$ cat src/rtl/rxr_pkg.sv
package rxr_pkg;
  typedef enum logic [2:0] {
    S_IDLE, S_FETCH, S_DECIDE, S_FILL, S_CLOSE_LEN, S_CLOSE_FLAG, S_POST, S_DROP
  } rxr_state_t;

  // status byte bit positions (decoded by host software)
  localparam int FB_OWN  = 7;
  localparam int FB_ERR  = 6;
  localparam int FB_FRAM = 5;
  localparam int FB_OFLO = 4;
  localparam int FB_CRC  = 3;
  localparam int FB_BUFF = 2;
  localparam int FB_STP  = 1;
  localparam int FB_ENP  = 0;

  // word offsets inside one descriptor
  localparam logic [1:0] OFF_BLO  = 2'd0;
  localparam logic [1:0] OFF_FLAG = 2'd1;
  localparam logic [1:0] OFF_BLEN = 2'd2;
  localparam logic [1:0] OFF_MLEN = 2'd3;
endpackage

$ cat src/rtl/rxr_ring_addr.sv
module rxr_ring_addr #(
  parameter int WA_W  = 23,
  parameter int IDX_W = 7
) (
  input  logic [WA_W-1:0]  base,
  input  logic [IDX_W-1:0] idx,
  input  logic [2:0]       ring_log,
  input  logic [1:0]       off,
  output logic [WA_W-1:0]  waddr,
  output logic [IDX_W-1:0] nidx
);
  logic [IDX_W:0]   span;
  logic [IDX_W-1:0] mask;

  assign span  = (IDX_W+1)'(1) << ring_log;
  assign mask  = IDX_W'(span - 1'b1);
  assign nidx  = (idx + 1'b1) & mask;
  assign waddr = base + WA_W'({idx, off});
endmodule

$ cat src/rtl/rxr_lane_pack.sv
module rxr_lane_pack (
  input  logic [7:0]  byte_in,
  input  logic        odd,
  output logic [1:0]  be,
  output logic [15:0] wdata
);
  assign be    = odd ? 2'b01 : 2'b10;
  assign wdata = {byte_in, byte_in};
endmodule

$ cat src/rtl/rxr_ring_writer.sv
module rxr_ring_writer
  import rxr_pkg::*;
#(
  parameter int ADDR_W = 24,
  parameter int IDX_W  = 7,
  parameter int LEN_W  = 12
) (
  input  logic              clk,
  input  logic              rst,
  input  logic [ADDR_W-2:0] cfg_ring_base,
  input  logic [2:0]        cfg_ring_log,
  input  logic              rx_valid,
  output logic              rx_ready,
  input  logic [7:0]        rx_data,
  input  logic              rx_sop,
  input  logic              rx_eop,
  input  logic              rx_crc_err,
  input  logic              rx_fram_err,
  output logic              mem_rd,
  output logic              mem_wr,
  output logic [ADDR_W-2:0] mem_addr,
  output logic [1:0]        mem_be,
  output logic [15:0]       mem_wdata,
  input  logic [15:0]       mem_rdata,
  output logic              rx_int,
  output logic              miss_int
);
  localparam int WA_W = ADDR_W - 1;

  rxr_state_t       state;
  logic [IDX_W-1:0] cur_idx, fidx, idx_sel, ring_nidx;
  logic [2:0]       k;
  logic             have_cur, cur_first, trunc;
  logic [LEN_W-1:0] cnt, cap, tot, n_blen;
  logic [ADDR_W-1:0] cur_base, baddr;
  logic             n_own;
  logic [7:0]       n_bhi, fl, fin_fl, flag_byte, lane_byte;
  logic [15:0]      n_blo;
  logic [23:0]      nb;
  logic [1:0]       off_sel, lane_be;
  logic [WA_W-1:0]  ring_waddr;
  logic [15:0]      lane_wdata;
  logic             lane_odd;

  assign nb      = {n_bhi, n_blo};
  assign baddr   = cur_base + ADDR_W'(cnt);
  assign idx_sel = (state == S_FETCH) ? fidx : cur_idx;

  always_comb begin
    if (state == S_FETCH)
      off_sel = (k == 3'd0) ? OFF_FLAG : (k == 3'd1) ? OFF_BLO : OFF_BLEN;
    else if (state == S_CLOSE_LEN)
      off_sel = OFF_MLEN;
    else
      off_sel = OFF_FLAG;
  end

  rxr_ring_addr #(.WA_W(WA_W), .IDX_W(IDX_W)) u_ring_addr (
    .base(cfg_ring_base), .idx(idx_sel), .ring_log(cfg_ring_log),
    .off(off_sel), .waddr(ring_waddr), .nidx(ring_nidx)
  );

  // final status byte built from the error inputs on the last byte
  always_comb begin
    fin_fl          = '0;
    fin_fl[FB_ENP]  = 1'b1;
    fin_fl[FB_STP]  = cur_first;
    fin_fl[FB_CRC]  = rx_crc_err;
    fin_fl[FB_FRAM] = rx_fram_err;
    fin_fl[FB_ERR]  = rx_crc_err | rx_fram_err;
  end

  assign flag_byte = (state == S_DECIDE) ? {6'b0, cur_first, 1'b0} : fl;
  assign lane_byte = (state == S_FILL) ? rx_data : flag_byte;
  assign lane_odd  = (state == S_FILL) ? baddr[0] : 1'b0;

  rxr_lane_pack u_lane (
    .byte_in(lane_byte), .odd(lane_odd), .be(lane_be), .wdata(lane_wdata)
  );

  always_comb begin
    case (state)
      S_IDLE:  rx_ready = !rx_sop;
      S_FILL:  rx_ready = (cnt < cap);
      S_DROP:  rx_ready = 1'b1;
      default: rx_ready = 1'b0;
    endcase
  end

  always_ff @(posedge clk) begin
    if (rst) begin
      state <= S_IDLE; cur_idx <= '0; fidx <= '0; k <= '0;
      have_cur <= 1'b0; cur_first <= 1'b0; trunc <= 1'b0;
      cnt <= '0; cap <= '0; tot <= '0; n_blen <= '0; cur_base <= '0;
      n_own <= 1'b0; n_bhi <= '0; n_blo <= '0; fl <= '0;
      mem_rd <= 1'b0; mem_wr <= 1'b0; mem_addr <= '0; mem_be <= '0;
      mem_wdata <= '0; rx_int <= 1'b0; miss_int <= 1'b0;
    end else begin
      mem_rd <= 1'b0; mem_wr <= 1'b0; rx_int <= 1'b0; miss_int <= 1'b0;
      case (state)
        S_IDLE: if (rx_valid && rx_sop) begin
          fidx <= cur_idx; k <= '0; have_cur <= 1'b0; tot <= '0;
          trunc <= 1'b0; state <= S_FETCH;
        end
        S_FETCH: begin
          if (k <= 3'd2) begin mem_rd <= 1'b1; mem_addr <= ring_waddr; end
          if (k == 3'd2) begin n_own <= mem_rdata[15]; n_bhi <= mem_rdata[7:0]; end
          if (k == 3'd3) n_blo <= mem_rdata;
          if (k == 3'd4) begin n_blen <= mem_rdata[LEN_W-1:0]; state <= S_DECIDE; end
          k <= k + 3'd1;
        end
        S_DECIDE: if (n_own) begin
          if (have_cur) begin
            mem_wr <= 1'b1; mem_addr <= ring_waddr;
            mem_be <= lane_be; mem_wdata <= lane_wdata;
          end
          cur_idx <= fidx; cur_base <= nb[ADDR_W-1:0];
          cap <= ~n_blen + 1'b1; cnt <= '0;
          cur_first <= !have_cur; have_cur <= 1'b1; state <= S_FILL;
        end else if (have_cur) begin
          fl <= {1'b0, 1'b1, 3'b000, 1'b1, cur_first, 1'b0};
          trunc <= 1'b1; state <= S_CLOSE_FLAG;
        end else begin
          miss_int <= 1'b1; state <= S_DROP;
        end
        S_FILL: if (rx_valid && (cnt < cap)) begin
          mem_wr <= 1'b1; mem_addr <= baddr[ADDR_W-1:1];
          mem_be <= lane_be; mem_wdata <= lane_wdata;
          cnt <= cnt + 1'b1; tot <= tot + 1'b1;
          if (rx_eop) begin fl <= fin_fl; state <= S_CLOSE_LEN; end
        end else if (rx_valid) begin
          fidx <= ring_nidx; k <= '0; state <= S_FETCH;
        end
        S_CLOSE_LEN: begin
          mem_wr <= 1'b1; mem_addr <= ring_waddr; mem_be <= 2'b11;
          mem_wdata <= 16'(tot); state <= S_CLOSE_FLAG;
        end
        S_CLOSE_FLAG: begin
          mem_wr <= 1'b1; mem_addr <= ring_waddr;
          mem_be <= lane_be; mem_wdata <= lane_wdata;
          cur_idx <= ring_nidx; have_cur <= 1'b0; state <= S_POST;
        end
        S_POST: begin
          rx_int <= 1'b1; state <= trunc ? S_DROP : S_IDLE;
        end
        S_DROP: if (rx_valid && rx_eop) state <= S_IDLE;
        default: state <= S_IDLE;
      endcase
    end
  end

  // the word port never reads and writes in one cycle
  assert_no_rd_wr_clash_R1: assert property (@(posedge clk) disable iff (rst)
    !(mem_rd && mem_wr));
  // a buffer is never filled past its capacity
  assert_fill_within_cap_R2: assert property (@(posedge clk) disable iff (rst)
    (state == S_FILL) |-> (cnt <= cap));
  // a length write is followed at once by a status-byte write
  assert_flag_after_len_R5: assert property (@(posedge clk) disable iff (rst)
    (mem_wr && mem_be == 2'b11) |=> (mem_wr && mem_be == 2'b10));
  // a missed frame causes no memory write, and dropping stays silent
  assert_miss_no_write_R6: assert property (@(posedge clk) disable iff (rst)
    (miss_int || state == S_DROP) |-> !mem_wr);
  // the frame event is one cycle wide and follows a status write
  assert_int_pulse_R8: assert property (@(posedge clk) disable iff (rst)
    rx_int |=> !rx_int);
  assert_int_after_flag_R8: assert property (@(posedge clk) disable iff (rst)
    rx_int |-> ($past(mem_wr) && $past(mem_be) == 2'b10));
endmodule

$ cat config.mk
export PLATFORM = sky130hd
export DESIGN_NAME = rxr_ring_writer
export DESIGN_NICKNAME = d
export VERILOG_FILES = /design/src/rtl/rxr_pkg.sv /design/src/rtl/rxr_ring_addr.sv /design/src/rtl/rxr_lane_pack.sv /design/src/rtl/rxr_ring_writer.sv
export SDC_FILE = /design/constraint.sdc
export NUM_CORES = 1
export LEC_CHECK = 0
export ABC_CLOCK_PERIOD_IN_PS = 4000
export BUFFER_PORTS_ARGS = -buffer_cell sky130_fd_sc_hd__buf_2
export CORE_UTILIZATION = 50
export DETAILED_ROUTE_END_ITERATION = 6
export GPL_ROUTABILITY_DRIVEN = 0
export MAX_ROUTING_LAYER = met4
export PLACE_DENSITY_LB_ADDON = 0.3
export SLEW_MARGIN = 20
export SYNTH_ARGS = -nofsm -noshare
export SYNTH_HDL_FRONTEND = slang
export SYNTH_HIERARCHICAL = 1
export SYNTH_SLANG_ARGS = --single-unit
export TNS_END_PERCENT = 30
$ cat constraint.sdc
create_clock -name clk -period 4 [get_ports clk]
set_input_delay 0.2 -clock clk [delete_from_list [all_inputs] [get_ports clk]]
set_output_delay 0.2 -clock clk [all_outputs]
set_load 0.01 [all_outputs]
## Yosys cells after proc, flatten, opt, wreduce, memory -nomap -nowiden

Index checks and enable logic that the tools add are counted.

- Register bits: 173
- Latch bits: 0
- RAM bits: 0
- Memory bits (read-only): 0
- Input port bits: 57
- Memories: 0

- $add $sub $neg: 8
- Multiply operators: 0
- Divide/modulo/power cells: 0
- Magnitude comparators: 2
- Equality and inequality tests: 24
- Shift operators: 1
- Muxes and demuxes: 67
- Bitwise gates (word level): 5
- Reduce and logical (&&, ||, !) cells: 33

Operator list:

| cell | number |
|---|---|
| $mux 23 | 4 |
| $pmux 23 s4 | 1 |
| $pmux 16 s4 | 1 |
| $mux 12 | 4 |
| $mux 16 | 3 |
| $mux 8 | 6 |
| $pmux 12 s2 | 2 |
| $add 12x1->12 const B | 3 |
| $mux 7 | 5 |
| $mux 3 | 11 |
| $pmux 7 s2 | 2 |
| $add 24x12->24 | 1 |
| $pmux 3 s8 | 1 |
| $add 23x9->23 | 1 |
| $mux 2 | 9 |
| $ne 2x2->1 const B | 8 |
| $pmux 8 s2 | 1 |
| $reduce_and 4->1 | 4 |
| $eq 3x3->1 const B | 5 |
| $reduce_and 5->1 | 3 |
| $eq 3x2->1 const B | 4 |
| $lt 12x12->1 | 1 |
| $not 12->12 | 1 |
| $mux 1 | 11 |
| 26 further kinds | 48 |

## Longest topological paths before layout

Gate-level depths: netlist of run 1.

- Depth in word-level cells: 8
- Mapped depth: 16
- Depth with buffers taken out: 14

## Hierarchy

Netlist of run 1, hierarchy kept.

By module, submodules not included:

| module | instances | cells an instance | area an instance (sq um) |
|---|---|---|---|
| rxr_ring_writer | 1 | 1,098 | 8,674.6 |
| rxr_ring_addr | 1 | 110 | 819.5 |
| rxr_lane_pack | 1 | 18 | 131.4 |

## Worst setup path after synthesis of run 1

OpenSTA, ideal clock, no wires.

- Path kind: register -> register
- From: register state[1]
- To: register mem_addr[19]
- Arrival: 3.322 ns
- Required time: 3.878 ns
- Setup slack: 0.556 ns
- Cell stages (with the launch flop): 15
- Buffers on the path: 3
- Period minus slack after synthesis: 3.444 ns
- Cell sequence: dfxtp_1 -> buf_2 -> nor2_1 -> and2_1 -> buf_2 -> buf_1 -> mux2_2 -> ha_1 -> a21o_1 -> a31o_2 -> o21ai_2 -> a211oi_1 -> xor2_1 -> nor3b_1 -> a221o_1

RTL lines:

| item | RTL line | RTL |
|---|---|---|
| from (decl) | rxr_ring_writer.sv:30 | `rxr_state_t state;` |
| from (signal assigned) | rxr_ring_writer.sv:92 | `state <= S_IDLE; cur_idx <= '0; fidx <= '0; k <= '0;` |
| from (signal assigned) | rxr_ring_writer.sv:103 | `trunc <= 1'b0; state <= S_FETCH;` |
| from (signal assigned) | rxr_ring_writer.sv:109 | `if (k == 3'd4) begin n_blen <= mem_rdata[LEN_W-1:0]; state <= S_DECIDE; end` |
| $eq 3x1->1 (*) | rxr_ring_writer.sv:47 | `assign idx_sel = (state == S_FETCH) ? fidx : cur_idx;` |
| $mux 7 (*) | rxr_ring_writer.sv:47 |  |
| net idx_sel[2] | rxr_ring_writer.sv:31 | `logic [IDX_W-1:0] cur_idx, fidx, idx_sel, ring_nidx;` |
| $add 23x9->23 (*) | rxr_ring_addr.sv:18 | `assign waddr = base + WA_W'({idx, off});` |
| net ring_waddr[19] | rxr_ring_writer.sv:41 | `logic [WA_W-1:0] ring_waddr;` |
| $mux 23 | rxr_ring_writer.sv:113 | `if (have_cur) begin` |
| $mux 23 | rxr_ring_writer.sv:112 | `S_DECIDE: if (n_own) begin` |
| $pmux 23 s4 (*) | rxr_ring_writer.sv:100 | `case (state)` |
| to (signal assigned) | rxr_ring_writer.sv:96 | `mem_rd <= 1'b0; mem_wr <= 1'b0; mem_addr <= '0; mem_be <= '0;` |
| to (signal assigned) | rxr_ring_writer.sv:106 | `if (k <= 3'd2) begin mem_rd <= 1'b1; mem_addr <= ring_waddr; end` |
| to (signal assigned) | rxr_ring_writer.sv:114 | `mem_wr <= 1'b1; mem_addr <= ring_waddr;` |
| to (decl) | rxr_ring_writer.sv:21 | `output logic [ADDR_W-2:0] mem_addr,` |

The timed path passes the listed nets; every way through them passes the cells marked *. The select of a mux whose other input is x is not followed.
A chain may end at the register's enable or synchronous reset.

## Worst setup path in the final report of run 1

- From: register state[1]
- To: register mem_addr[15]

The elaborated chain is that of the path after synthesis.

==> results by stage, run 1 <==
Status:
- The run finished with clean final reports.

Clocking:
- TritonCTS built the clock tree.
- The longest clock path from root to sink contains 2 buffers.
- Clock latency on the worst-skew pair, taken at its later pin, is 0.43 ns.
- The tree built by TritonCTS fans out to 171 sinks.
- The number of CTS-inserted buffers is 17.
- The number of gates resized after CTS was 0.
- Post-CTS timing repair inserted 0 buffers for setup.
- The post-CTS clock slew at the launch and capture registers of the worst setup and hold paths is 0.07 ns.
- CTS built an H-tree with a depth of 4.
- The clock tree root driver cell is sky130_fd_sc_hd__clkbuf_16.
- The number of hold buffers added after CTS was 2.

STA:
- The final setup TNS is 0 ns.
- The post-route minimum period is 3.51 ns.
- The final number of setup-violating endpoints is 0.
- Setup repair after global routing left no endpoint under its margin.
- The actual transition at the worst max-transition pin is 0.946 ns.
- The number of max-slew violations in the final report came to 0.
- The worst pin sits at a relative slew slack of 36.4%.
- The final period utilization is 87.6%.
- The maximum clock frequency is 285 MHz.
- The final hold violation count was 0.
- The worst setup skew after layout is 0.0145 ns.

Yosys:
- In the synthesized netlist the async set-or-reset flop fraction comes to 0%.
- The synthesized netlist net count is 1329.
- The mean area per synthesized cell is 7.85 µm².
- In the post-synthesis netlist, the biggest area contributors are sky130_fd_sc_hd__dfxtp_1, sky130_fd_sc_hd__nand2_1, sky130_fd_sc_hd__ha_1.
- Synthesis instantiated 72 different standard cells from the library.
- The gate count after technology mapping is 1226.
- The biggest area contributor in the post-synthesis netlist is sky130_fd_sc_hd__dfxtp_1.
- The mapped netlist covers 9630 µm².
- The sequential area share after synthesis is 35.6%.
- Summed over its instances, the top area cell type makes up 35.6% of the synthesized netlist area.
- During synthesis, Yosys emitted a total of 6 warnings.
- The synthesized design contains 171 register bits.
- The count of flip-flops with a built-in enable after synthesis is 0.
- For this run, the leading register cell type out of synthesis is sky130_fd_sc_hd__dfxtp_1.

Floorplan:
- The core region is 18800 µm².
- In this run the horizontal extent of the chip is 141 µm.
- The initial standard-cell utilization of the core is 51.3%.
- The number of placed I/O pins is 103.
- The number of rows in the core area is 50.
- The die covers 19800 µm².
- Measured along the y axis, the die boundary spans 141 µm.

Global routing:
- The first-pass GRT wire length is 40.5 mm.
- The pin count of the biggest net entering global routing is 74.
- The remaining global-route overflow is 0.
- The number of global-route vias before repair is 7973.
- In this run the most used layer during global routing was met2.
- The all-layer global routing usage is 26.2%.
- For met3 alone, demand over resource in global routing was 3.77%.
- The met2 track demand over resource in global routing is 41.1%.
- The global-route met1 utilization is 35.3%.
- The number of antenna violations at the first check in global routing is 0.

Final layout:
- The most common library cell in the layout ignoring fill and taps is sky130_fd_sc_hd__nand2_1.
- The final layout contains 1373 nets.
- In the final layout, the share of cells above drive strength 1 is 13.3%.
- The utilization of the core after routing is 57.0%.
- Once layout is complete, the cells apart from fillers number 1517.
- In the layout the commonest cells are sky130_fd_sc_hd__nand2_1, sky130_fd_sc_hd__dfxtp_1, sky130_fd_sc_hd__nor2_1, sky130_fd_sc_hd__a21oi_1, sky130_fd_sc_hd__buf_2.
- Compared with the post-synthesis result, the final layout area differs by 11.2%.
- The number of diodes is 0.

Route:
- The first-iteration detailed-routing DRC count is 554.
- After detailed routing, the number of remaining DRC violations is 0.
- The detailed-route wire length per cell is 16.1 µm.
- Before antenna repair, the detailed router went through 5 iterations.
- Once detail routing completed, the nets flagged for antenna violations numbered 0.
- The routed via count divided by cell count is 5.79.
- Wires add up to 24.5 mm.
- The number of vias after detailed routing is 8788.

Setup path:
- STA classifies the critical path endpoint as a flop.
- The critical path goes through nor2_1, and2_1, mux2_2, ha_1, a21o_1, a31o_2, o21ai_2, a21oi_1, xor2_1, nor3b_1, a221o_1.
- On the worst path, the slowest cell contributes a delay of 0.43 ns.
- The critical path in this run is classified as reg -> reg.
- The largest fanout on the critical path is 12.
- The critical path data required time is 4.31 ns.
- The worst path buffer plus inverter count is 0.
- On the critical path the largest part of the delay comes from compound AO/OA/AOI/OAI gates.
- The data arrival time of the worst path is 3.82 ns.
- The reg-to-reg setup timing slack is 0.49 ns.
- The slowest library cell on the worst path is sky130_fd_sc_hd__mux2_2.
- The nature of the critical path startpoint is a flop.

Hold path:
- The worst hold path belongs to the class in -> reg.

Power:
- The analysis attributes to cell leakage a power of 4.14 nW.
- Power spread over the standard cell area amounts to 347 nW/µm².
- The completed layout was analyzed and its total power is 0.00371 W.
- The maximum ir drop on the vdd rail is 0.304 mV.

Placement:
- Counting tap cells, the placed design contains a total of 1483 instances.
- The half-perimeter wire length after detailed placement is 17.4 mm.
- The total of buffers placed on input and output ports is 102.

Job:
- Max-cap violations in this run came to 0.
-- state kept, by name, indices dropped and copies added, names as in the netlist, 12 cells and up --
register,count
cnt,12
n_blen,12
cap,12
n_blo,16
cur_base,24
tot,12
mem_addr,23
mem_wdata,16
-- final timing paths --
| kind | cells after the start | startpoint | end |
|---|---|---|---|
| min | 3 | mem_rdata[13] | n_blo[13]$_SDFFE_PP0P_ |
| max reg2reg | 11 | state[1]$_SDFFE_PP0P_ | mem_addr[15]$_SDFFE_PP0P_ |
| max | 11 | state[1]$_SDFFE_PP0P_ | mem_addr[15]$_SDFFE_PP0P_ |
| min reg2reg | 2 | n_bhi[7]$_SDFFE_PP0P_ | cur_base[23]$_SDFFE_PP0P_ |
-- power breakdown --
group / leakage, nW / switching [W] / internal [W] / total (W)
logic: 2.48 / 0.000193 / 0.000128 / 0.000320
registers: 1.38 / 0.0000245 / 0.00174 / 0.00176
clock network: 0.282 / 0.000781 / 0.000850 / 0.00163
total: 4.14 / 0.000998 / 0.00271 / 0.00371
-- cell usage after synthesis (all sizes together) (4+ instances only) --
cell type,number
nand2,240
dfxtp,171
nor2,122
a21oi,108
clkbuf,60
ha,44
a311oi,35
buf,34
inv,32
nand3,32
o21ai,32
xor2,32
xnor2,30
nor3,22
a211oi,20
and3,16
mux2i,16
nand2b,15
nand4,15
nor3b,11
and2,10
o2111ai,9
mux2,8
nor2b,8
o31ai,7
a21o,6
nand4b,6
or3,6
nor4b,5
o21a,5
o221ai,5
a21boi,4
a221o,4
a221oi,4
a31oi,4
and4,4
o211ai,4
o22ai,4
or4,4
-- routing by layer --
metal | part of all wire (%) | wire length [µm]
met5 | 0 | 0
met4 | 1.3 | 324
met3 | 4.9 | 1210
met2 | 46 | 11300
met1 | 48 | 11700
-- per-stage QoR --
step	worst slack (ns)	instance area, µm²	hold slack [ns]
after floorplan	0.556	9630	0.336
after global placement	0.622	10100	0.439
after detailed placement	0.580	10100	0.444
after CTS	0.543	10700	0.00368
after global routing	0.303	10700	0.00591
final	0.495	10700	0.00814
-- final cells by class --
class / instances / area (µm²)
clock buffer: 18 / 439
tap: 234 / 293
fill: 1772 / 8070
sequential: 171 / 3420
clock inverter: 14 / 145
multi-input combinational: 929 / 5640
timing repair buffer: 119 / 646
inverter: 32 / 120
-- worst reg2reg max path, stage by stage, from the launching register on --
cell and delay [ns]:
sky130_fd_sc_hd__dfxtp_1 0.42, sky130_fd_sc_hd__nor2_1 0.20, sky130_fd_sc_hd__and2_1 0.42, sky130_fd_sc_hd__mux2_2 0.43
sky130_fd_sc_hd__ha_1 0.35, sky130_fd_sc_hd__a21o_1 0.24, sky130_fd_sc_hd__a31o_2 0.24, sky130_fd_sc_hd__o21ai_2 0.29
sky130_fd_sc_hd__a21oi_1 0.14, sky130_fd_sc_hd__xor2_1 0.18, sky130_fd_sc_hd__nor3b_1 0.15, sky130_fd_sc_hd__a221o_1 0.33
-- logic make-up after synthesis --
kind of cell	share of synthesized area, %
compound gates	18.7
xor+xnor	5.64
fa+ha+maj	6.14
buf+inv	5.95
flops	35.6
mux	2.60
simple gates	25.5
No activity file was read; power rests on OpenSTA's default activity.
==> run 2: changes to the inputs <==
--- a/config.mk
+++ b/config.mk
@@ -6,7 +6,7 @@
 export NUM_CORES = 1
 export LEC_CHECK = 0
 export ABC_CLOCK_PERIOD_IN_PS = 4000
-export BUFFER_PORTS_ARGS = -buffer_cell sky130_fd_sc_hd__buf_2
+export BUFFER_PORTS_ARGS = -buffer_cell sky130_fd_sc_hd__buf_4
 export CORE_UTILIZATION = 50
 export DETAILED_ROUTE_END_ITERATION = 6
 export GPL_ROUTABILITY_DRIVEN = 0
@@ -17,4 +17,3 @@
 export SYNTH_HDL_FRONTEND = slang
 export SYNTH_HIERARCHICAL = 1
 export SYNTH_SLANG_ARGS = --single-unit
-export TNS_END_PERCENT = 30
==> run 2 against run 1 <==
Die area did not move. Sequential share of layout area is 0.74 points lower. Combinational power increased by 10%. Clock power about the same. Sequential power hardly changed. Non-clock buffer count increased by 1. Critical endpoint is now mem_addr[19]$_SDFFE_PP0P_.
==> results by stage, run 2 (synthesis results as in run 1) <==
Floorplan:
- Row generation in the floorplan step produced 50 rows.
- The floorplan step defined a core boundary enclosing 18800 µm².
- The initial standard-cell utilization of the core is 51.3%.
- Measured along the x axis, the die boundary spans 141 µm.
- From bottom edge to top edge, the die measures 141 µm.
- The die area is 19800 µm².
- The number of placed I/O pins is 103.

Final layout:
- The most common library cell in the layout ignoring fill and taps is sky130_fd_sc_hd__nand2_1.
- The utilization of the core after routing is 58.4%.
- Across the whole layout, storage elements account for 3420 µm².
- The area of the multi-input gates is 5640 µm².
- Relative to the synthesized area, the layout overhead comes to 13.8%.
- In the final layout, the registers with the most flip-flops are cur_base: 24 flops, mem_addr: 23 flops.
- The count of placed standard cells in the final layout, fillers left out is 1518.
- The layout cell share with drive strength beyond 1 is 13.2%.
- 0 antenna diodes ended up in the layout.
- The layout has 1720 filler cells.
- In the layout the commonest cells are sky130_fd_sc_hd__nand2_1, sky130_fd_sc_hd__dfxtp_1, sky130_fd_sc_hd__nor2_1, sky130_fd_sc_hd__buf_4, sky130_fd_sc_hd__a21oi_1.
- The register containing the most flip-flops in the final layout is cur_base.
- The register with the most flip-flops in the layout has 24 of them.
- The count of nets after finishing is 1374.

Setup path:
- For this run, the slowest stage of the critical path takes 0.43 ns.
- The cell family contributing the most delay on the critical path is compound AO/OA/AOI/OAI gates.
- Walking the worst path, the cells encountered are nor2_1, and2_1, mux2_2, ha_1, a21o_1, a31o_2, o21ai_2, a211oi_1, xor2_1, nor3b_1, a221o_1.
- The worst register-to-register path has a depth of 11.
- The data arrival time of the worst path is 3.90 ns.
- The critical path data required time is 4.33 ns.
- STA classifies the critical path startpoint as a flop.
- The critical path runs through a total of 11 cells.
- The number of buffers and inverters on the critical path is 0.
- The capturing element type of the critical path is a flop.
- The largest fanout on the critical path is 12.
- The critical path is of the reg -> reg type.
- The slowest library cell on the worst path is sky130_fd_sc_hd__mux2_2.

Power:
- The combinational cell fraction of total power is 9.4%.
- Internal power comes to 0.00273 W.
- The maximum ir drop on the vdd rail is 0.321 mV.
- For this design the static power due to leakage is 4.19 nW.
- In this run the power density over the cells is 342 nW/µm².
- The clock network burns 43.5% of the power.
- The power share of the sequential group is 47.1%.
- The switching part of the total is 27.2%.
- The power dissipated by switching net loads is 0.00102 W.

Clocking:
- The clock tree synthesis step divided the H-tree into 4 levels.
- The clock tree from TritonCTS is yes.
- The post-CTS clock slew at the launch and capture registers of the worst setup and hold paths is 0.07 ns.
- The tree built by TritonCTS fans out to 171 sinks.
- In this run the deepest clock path goes through 2 buffers.
- For the worst-skew pair, the clock arrives at the later sink with an insertion delay of 0.44 ns.
- Counting the buffers created by CTS gives 17.
- In this run the post-CTS setup repair buffer count came out at 0.
- Clock tree synthesis selected as its root buffer the cell sky130_fd_sc_hd__clkbuf_16.

Placement:
- At the placement stage, the worst setup path has a slack of 0.508 ns.
- The half-perimeter wire length after detailed placement is 17.6 mm.
- The total of buffers placed on input and output ports is 102.
- Including well taps, the total number of placed cells is 1483.

Route:
- The wire length after detailed routing is 25.0 mm.
- The routed via count divided by cell count is 5.80.
- The number of detailed-route iterations in the first pass is 6.
- Dividing the detail-routed wire length by the instance count gives 16.5 µm.
- The number of vias after detailed routing is 8802.
- After detailed routing, the number of remaining DRC violations is 0.
- The first-iteration detailed-routing DRC count is 728.
- The residual antenna-violating net count after detailed routing is 0.

Global routing:
- The met2 track demand over resource in global routing is 41.3%.
- The number of global-route vias before repair is 8085.
- The first global-routing pass estimated 40.7 mm of wire.
- The global-route met1 utilization is 35.3%.
- In the global route stage, met3 resource usage came out at 4.31%.
- The global routing's busiest layer is met2.
- The remaining global-route overflow is 0.
- The pin count of the biggest net entering global routing is 90.
- Global routing used 26.4% of the available tracks across all layers.
- The number of antenna violations at the first check in global routing is 0.

STA:
- Setup repair after global routing left no endpoint under its margin.
- The number of max-slew violations in the final report is 0.
- Setup slack closes at 0.430 ns.
- After layout, the minimum clock period comes to 3.57 ns.
- The final hold violation count came to 0.
- Derived from the worst setup path, the maximum achievable clock frequency is 280 MHz.
- The final number of setup-violating endpoints is 0.
- At the pin with the least slew margin, the transition time is 1.01 ns.
- The relative max-transition margin is 32.7%.
- Across the routed clock network, the largest skew measured is 0.0127 ns.
- In the finished design, the share of the clock period the worst path needs comes to 89.3%.
- Setup total negative slack on the finished layout was measured at 0 ns.
- On the final layout, the worst hold slack is 0.00956 ns.

Status:
- The run finished with clean final reports.

Hold path:
- The worst hold path stage count is 3.
- The type of the worst min-delay path is in -> reg.

Job:
- The number of max-cap violations is 0.
-- run 2: layout make-up --
cell class	instances	area share, %
Multi-Input combinational cell	929	51.4
Inverter	32	1.10
Clock inverter	14	1.35
Timing Repair Buffer	120	8.29
Tap cell	234	2.67
Clock buffer	18	3.92
Sequential cell	171	31.2
-- run 2: timing repair --
action                                 CTS  global route
hold buffers                             3             0
resized for setup                        0             0
endpoints found under the hold margin    3             0
-- run 2: stage by stage --
stage / area (µm²) / power [W]
finish: 11000 / 0.00374
global route: 11000 / 0.00387
CTS: 11000 / 0.00376
detailed placement: 10400 / 0.00215
global placement: 10400 / 0.00214
floorplan: 9630 / 0.00200
-- run 2: worst paths after layout --
path                                                  end             startpoint  slack [ns]
worst min-delay path               n_blo[13]$_SDFFE_PP0P_          mem_rdata[13]        0.01
worst max-delay path            mem_addr[19]$_SDFFE_PP0P_  state[1]$_SDFFE_PP0P_        0.43
worst max register to register  mem_addr[19]$_SDFFE_PP0P_  state[1]$_SDFFE_PP0P_        0.43
worst min register to register        cap[7]$_SDFFE_PP0P_    cap[7]$_SDFFE_PP0P_        0.45
-- run 2: power by group through the flow --
stage	logic, W	clock network [W]	registers (W)
4_1_cts	0.000349	0.00165	0.00176
3_5_place_dp	0.000345	0	0.00180
2_1_floorplan	0.000196	0	0.00180
3_3_place_gp	0.000340	0	0.00180
6_report	0.000352	0.00163	0.00176
5_1_grt	0.000382	0.00172	0.00177
-- run 2: tightest hold or removal path, stage by stage --
cell and delay (ns):
sky130_fd_sc_hd__buf_4 0.11, sky130_fd_sc_hd__nand2_1 0.04, sky130_fd_sc_hd__a21oi_1 0.05
-- run 2: layer usage --
metal | wire [µm] | vias up
met3 | 1330 | 45
met5 | 0 | -
met2 | 11500 | 277
li1 | - | 4385
met4 | 429 | 0
met1 | 11700 | 4095
==> run 3: changes to the inputs <==
--- a/config.mk
+++ b/config.mk
@@ -12,6 +12,7 @@
 export GPL_ROUTABILITY_DRIVEN = 0
 export MAX_ROUTING_LAYER = met4
 export PLACE_DENSITY_LB_ADDON = 0.3
+export RECOVER_POWER = 25
 export SLEW_MARGIN = 20
 export SYNTH_ARGS = -nofsm -noshare
 export SYNTH_HDL_FRONTEND = slang
==> run 3 against run 2 <==
Global-route usage unchanged. Clock skew about the same. Power decreased by 0.59%. Largest cell class unchanged. Clock power about the same. The flow now finishes with violations (capacitance limit, slew limit). Critical endpoint unchanged. Flip-flop and latch count unchanged. Critical path depth unchanged. Sequential power about the same. Non-clock buffer count unchanged.
==> results by stage, run 3 (synthesis results as in run 1) <==
Status:
- The flow ran to the end, but the final reports show violations.
- The checks that failed: capacitance limit, slew limit.

Clocking:
- The post-CTS clock slew at the launch and capture registers of the worst setup and hold paths is 0.08 ns.
- Counting along the longest clock path gives a buffer depth of 2.
- The clock tree from TritonCTS is yes.
- Clock tree synthesis found a total of 171 sinks.
- CTS built an H-tree with a depth of 4.
- The clock latency at the later pin of the worst-skew pair is 0.44 ns.
- The number of CTS-inserted buffers is 17.
- The setup fix buffers added after clock tree synthesis is 0.
- The clock tree root driver cell is sky130_fd_sc_hd__clkbuf_16.

Power:
- The maximum ir drop on the vdd rail is 0.321 mV.
- The analysis attributes to cell leakage a power of 3.99 nW.
- The total power divided by cell area is 345 nW/µm².

Final layout:
- The finished cells cover 10800 µm².
- From synthesis to final layout, the design area changed by 12.0%.
- The count of nets after finishing is 1374.
- The area of the multi-input gates is 5640 µm².
- The register containing the most flip-flops in the final layout is cur_base.
- The count of cells in the finished layout, fillers not included, comes to 1518.
- Cells fill 57.4% of the core in the end.
- In the layout the commonest cells are sky130_fd_sc_hd__nand2_1, sky130_fd_sc_hd__dfxtp_1, sky130_fd_sc_hd__nor2_1, sky130_fd_sc_hd__a21oi_1, sky130_fd_sc_hd__buf_4.
- The number of antenna diodes in the final layout is 0.
- Leaving out fill and tap cells, the most frequent cell in the layout is sky130_fd_sc_hd__nand2_1.
- The largest registers in the layout are cur_base: 24 flops, mem_addr: 23 flops.
- The number of flip-flops in the largest register is 24.
- Fill cells in the final layout number 1780.
- The layout cell share with drive strength beyond 1 is 9.50%.
- The combined flip-flop and latch cell area is 3420 µm².

STA:
- The worst path in the final design needs a cycle of 3.55 ns, including I/O delays and setup.
- The final hold violation count came to 0.
- Setup repair after global routing left no endpoint under its margin.
- The final period utilization is 88.8%.
- The number of max-slew violations in the final report is 39.
- On the final layout, the worst clock skew is 0.0132 ns.
- The relative max-transition margin is -10.9%.
- Setup slack on the critical path of the routed design comes to 0.446 ns.
- The final setup TNS is 0 ns.
- At the pin with the least slew margin, the transition time is 1.66 ns.
- The maximum clock frequency is 281 MHz.
- Setup violations remaining at the end of the flow were counted as 0.

Setup path:
- The worst setup path is captured at a flop.
- Along the worst path, the maximum fanout reaches 12.
- STA classifies the critical path startpoint as a flop.
- Data arrives at the worst endpoint at 3.88 ns.
- For the worst setup path, the data required time is 4.33 ns.
- The critical path in this run is classified as reg -> reg.

Placement:
- The total of buffers placed on input and output ports is 102.
- OpenSTA, run right after detailed placement, puts the worst setup slack at 0.508 ns.
- Detailed placement ended at an HPWL of 17.6 mm.
- The area after detailed placement is 10400 µm².
- Including well taps, the total number of placed cells is 1483.

Route:
- The detail route stage leaves a number of antenna-violating nets equal to 0.
- The total DRC errors in the routed layout is 0.
- The first detailed-routing pass ran for 5 iterations.
- The detailed-route wire length per cell is 16.5 µm.
- The first-iteration detailed-routing DRC count is 728.
- The routed via count divided by cell count is 5.81.
- For this block, the routed nets add up to 25.1 mm of wire.
- Detailed routing inserted a total of 8819 vias.

Floorplan:
- In this run the core area contains 50 standard-cell rows.
- The die height is 141 µm.
- The chip width is 141 µm.
- The placeable core region is 18800 µm².
- The initial standard-cell utilization of the core is 51.3%.
- Pin placement for this block handled 103 I/O pins.
- The floorplan step defined a die boundary enclosing 19800 µm².

Global routing:
- The remaining global-route overflow is 0.
- The number of global-route vias before repair is 8085.
- The first global-routing pass estimated 40.7 mm of wire.
- Entering global routing, the biggest net connects 90 pins.
- The all-layer global routing usage is 26.4%.
- The number of antenna violations at the first check in global routing is 0.

Hold path:
- The path class of the tightest hold or removal check is in -> reg.

Job:
- Across the run, the number of max-cap violations was 1.
[run 3: changes by cell type in the layout (fill, tap and decap cells not counted)]
cell,delta
sky130_fd_sc_hd__buf_4,-47
sky130_fd_sc_hd__clkbuf_1,+47
sky130_fd_sc_hd__or2_0,+1
sky130_fd_sc_hd__or2_2,-1
[run 3: stage by stage]
stage               power [W]  hold WS [ns]
floorplan             0.00200         0.336
global placement      0.00214         0.439
detailed placement    0.00215         0.444
CTS                   0.00376       0.00426
global route          0.00385       0.00865
finish                0.00372       0.00574
[run 3: final cells by class]
type / instances / area share [%]
Clock buffer: 18 / 3.98
Tap cell: 234 / 2.72
Sequential cell: 171 / 31.8
Clock inverter: 14 / 1.37
Inverter: 32 / 1.11
Timing Repair Buffer: 120 / 6.79
Multi-Input combinational cell: 929 / 52.3
[run 3: timing repair]
item                      CTS  global route
gates resized for setup     0             0
hold endpoints to repair    3             0
hold buffers                3             0
[run 3: critical path, cell delays in order, from the launching register on]
cell and delay (ns):
sky130_fd_sc_hd__dfxtp_1 0.42, sky130_fd_sc_hd__nor2_1 0.22, sky130_fd_sc_hd__and2_1 0.43, sky130_fd_sc_hd__mux2_2 0.43, sky130_fd_sc_hd__ha_1 0.36, sky130_fd_sc_hd__a21o_1 0.25, sky130_fd_sc_hd__a31o_2 0.25, sky130_fd_sc_hd__o21ai_2 0.30
sky130_fd_sc_hd__a211oi_1 0.14, sky130_fd_sc_hd__xor2_1 0.16, sky130_fd_sc_hd__nor3b_1 0.14, sky130_fd_sc_hd__a221o_1 0.33
[run 3: where the power goes]
group,switching [W],internal [W]
combinational,0.000195,0.000138
clock,0.000793,0.000835
sequential,0.0000251,0.00174
total,0.00101,0.00271
[run 3: final timing paths]
path	endpoint	start	slack (ns)	depth (start not counted)
worst max register to register	mem_addr[19]$_SDFFE_PP0P_	state[1]$_SDFFE_PP0P_	0.45	11
worst min register to register	cap[7]$_SDFFE_PP0P_	cap[7]$_SDFFE_PP0P_	0.45	2
worst min-delay path	n_blo[13]$_SDFFE_PP0P_	mem_rdata[13]	0.006	3
worst max-delay path	mem_addr[19]$_SDFFE_PP0P_	state[1]$_SDFFE_PP0P_	0.45	11
[run 3: per-layer routing]
metal	part of all wire (%)	global-route usage, %	vias up
met5	0	-	-
met4	1.3	7.15	0
met3	5.3	4.31	29
met2	47	41.3	259
met1	47	35.3	4156
li1	-	-	4375
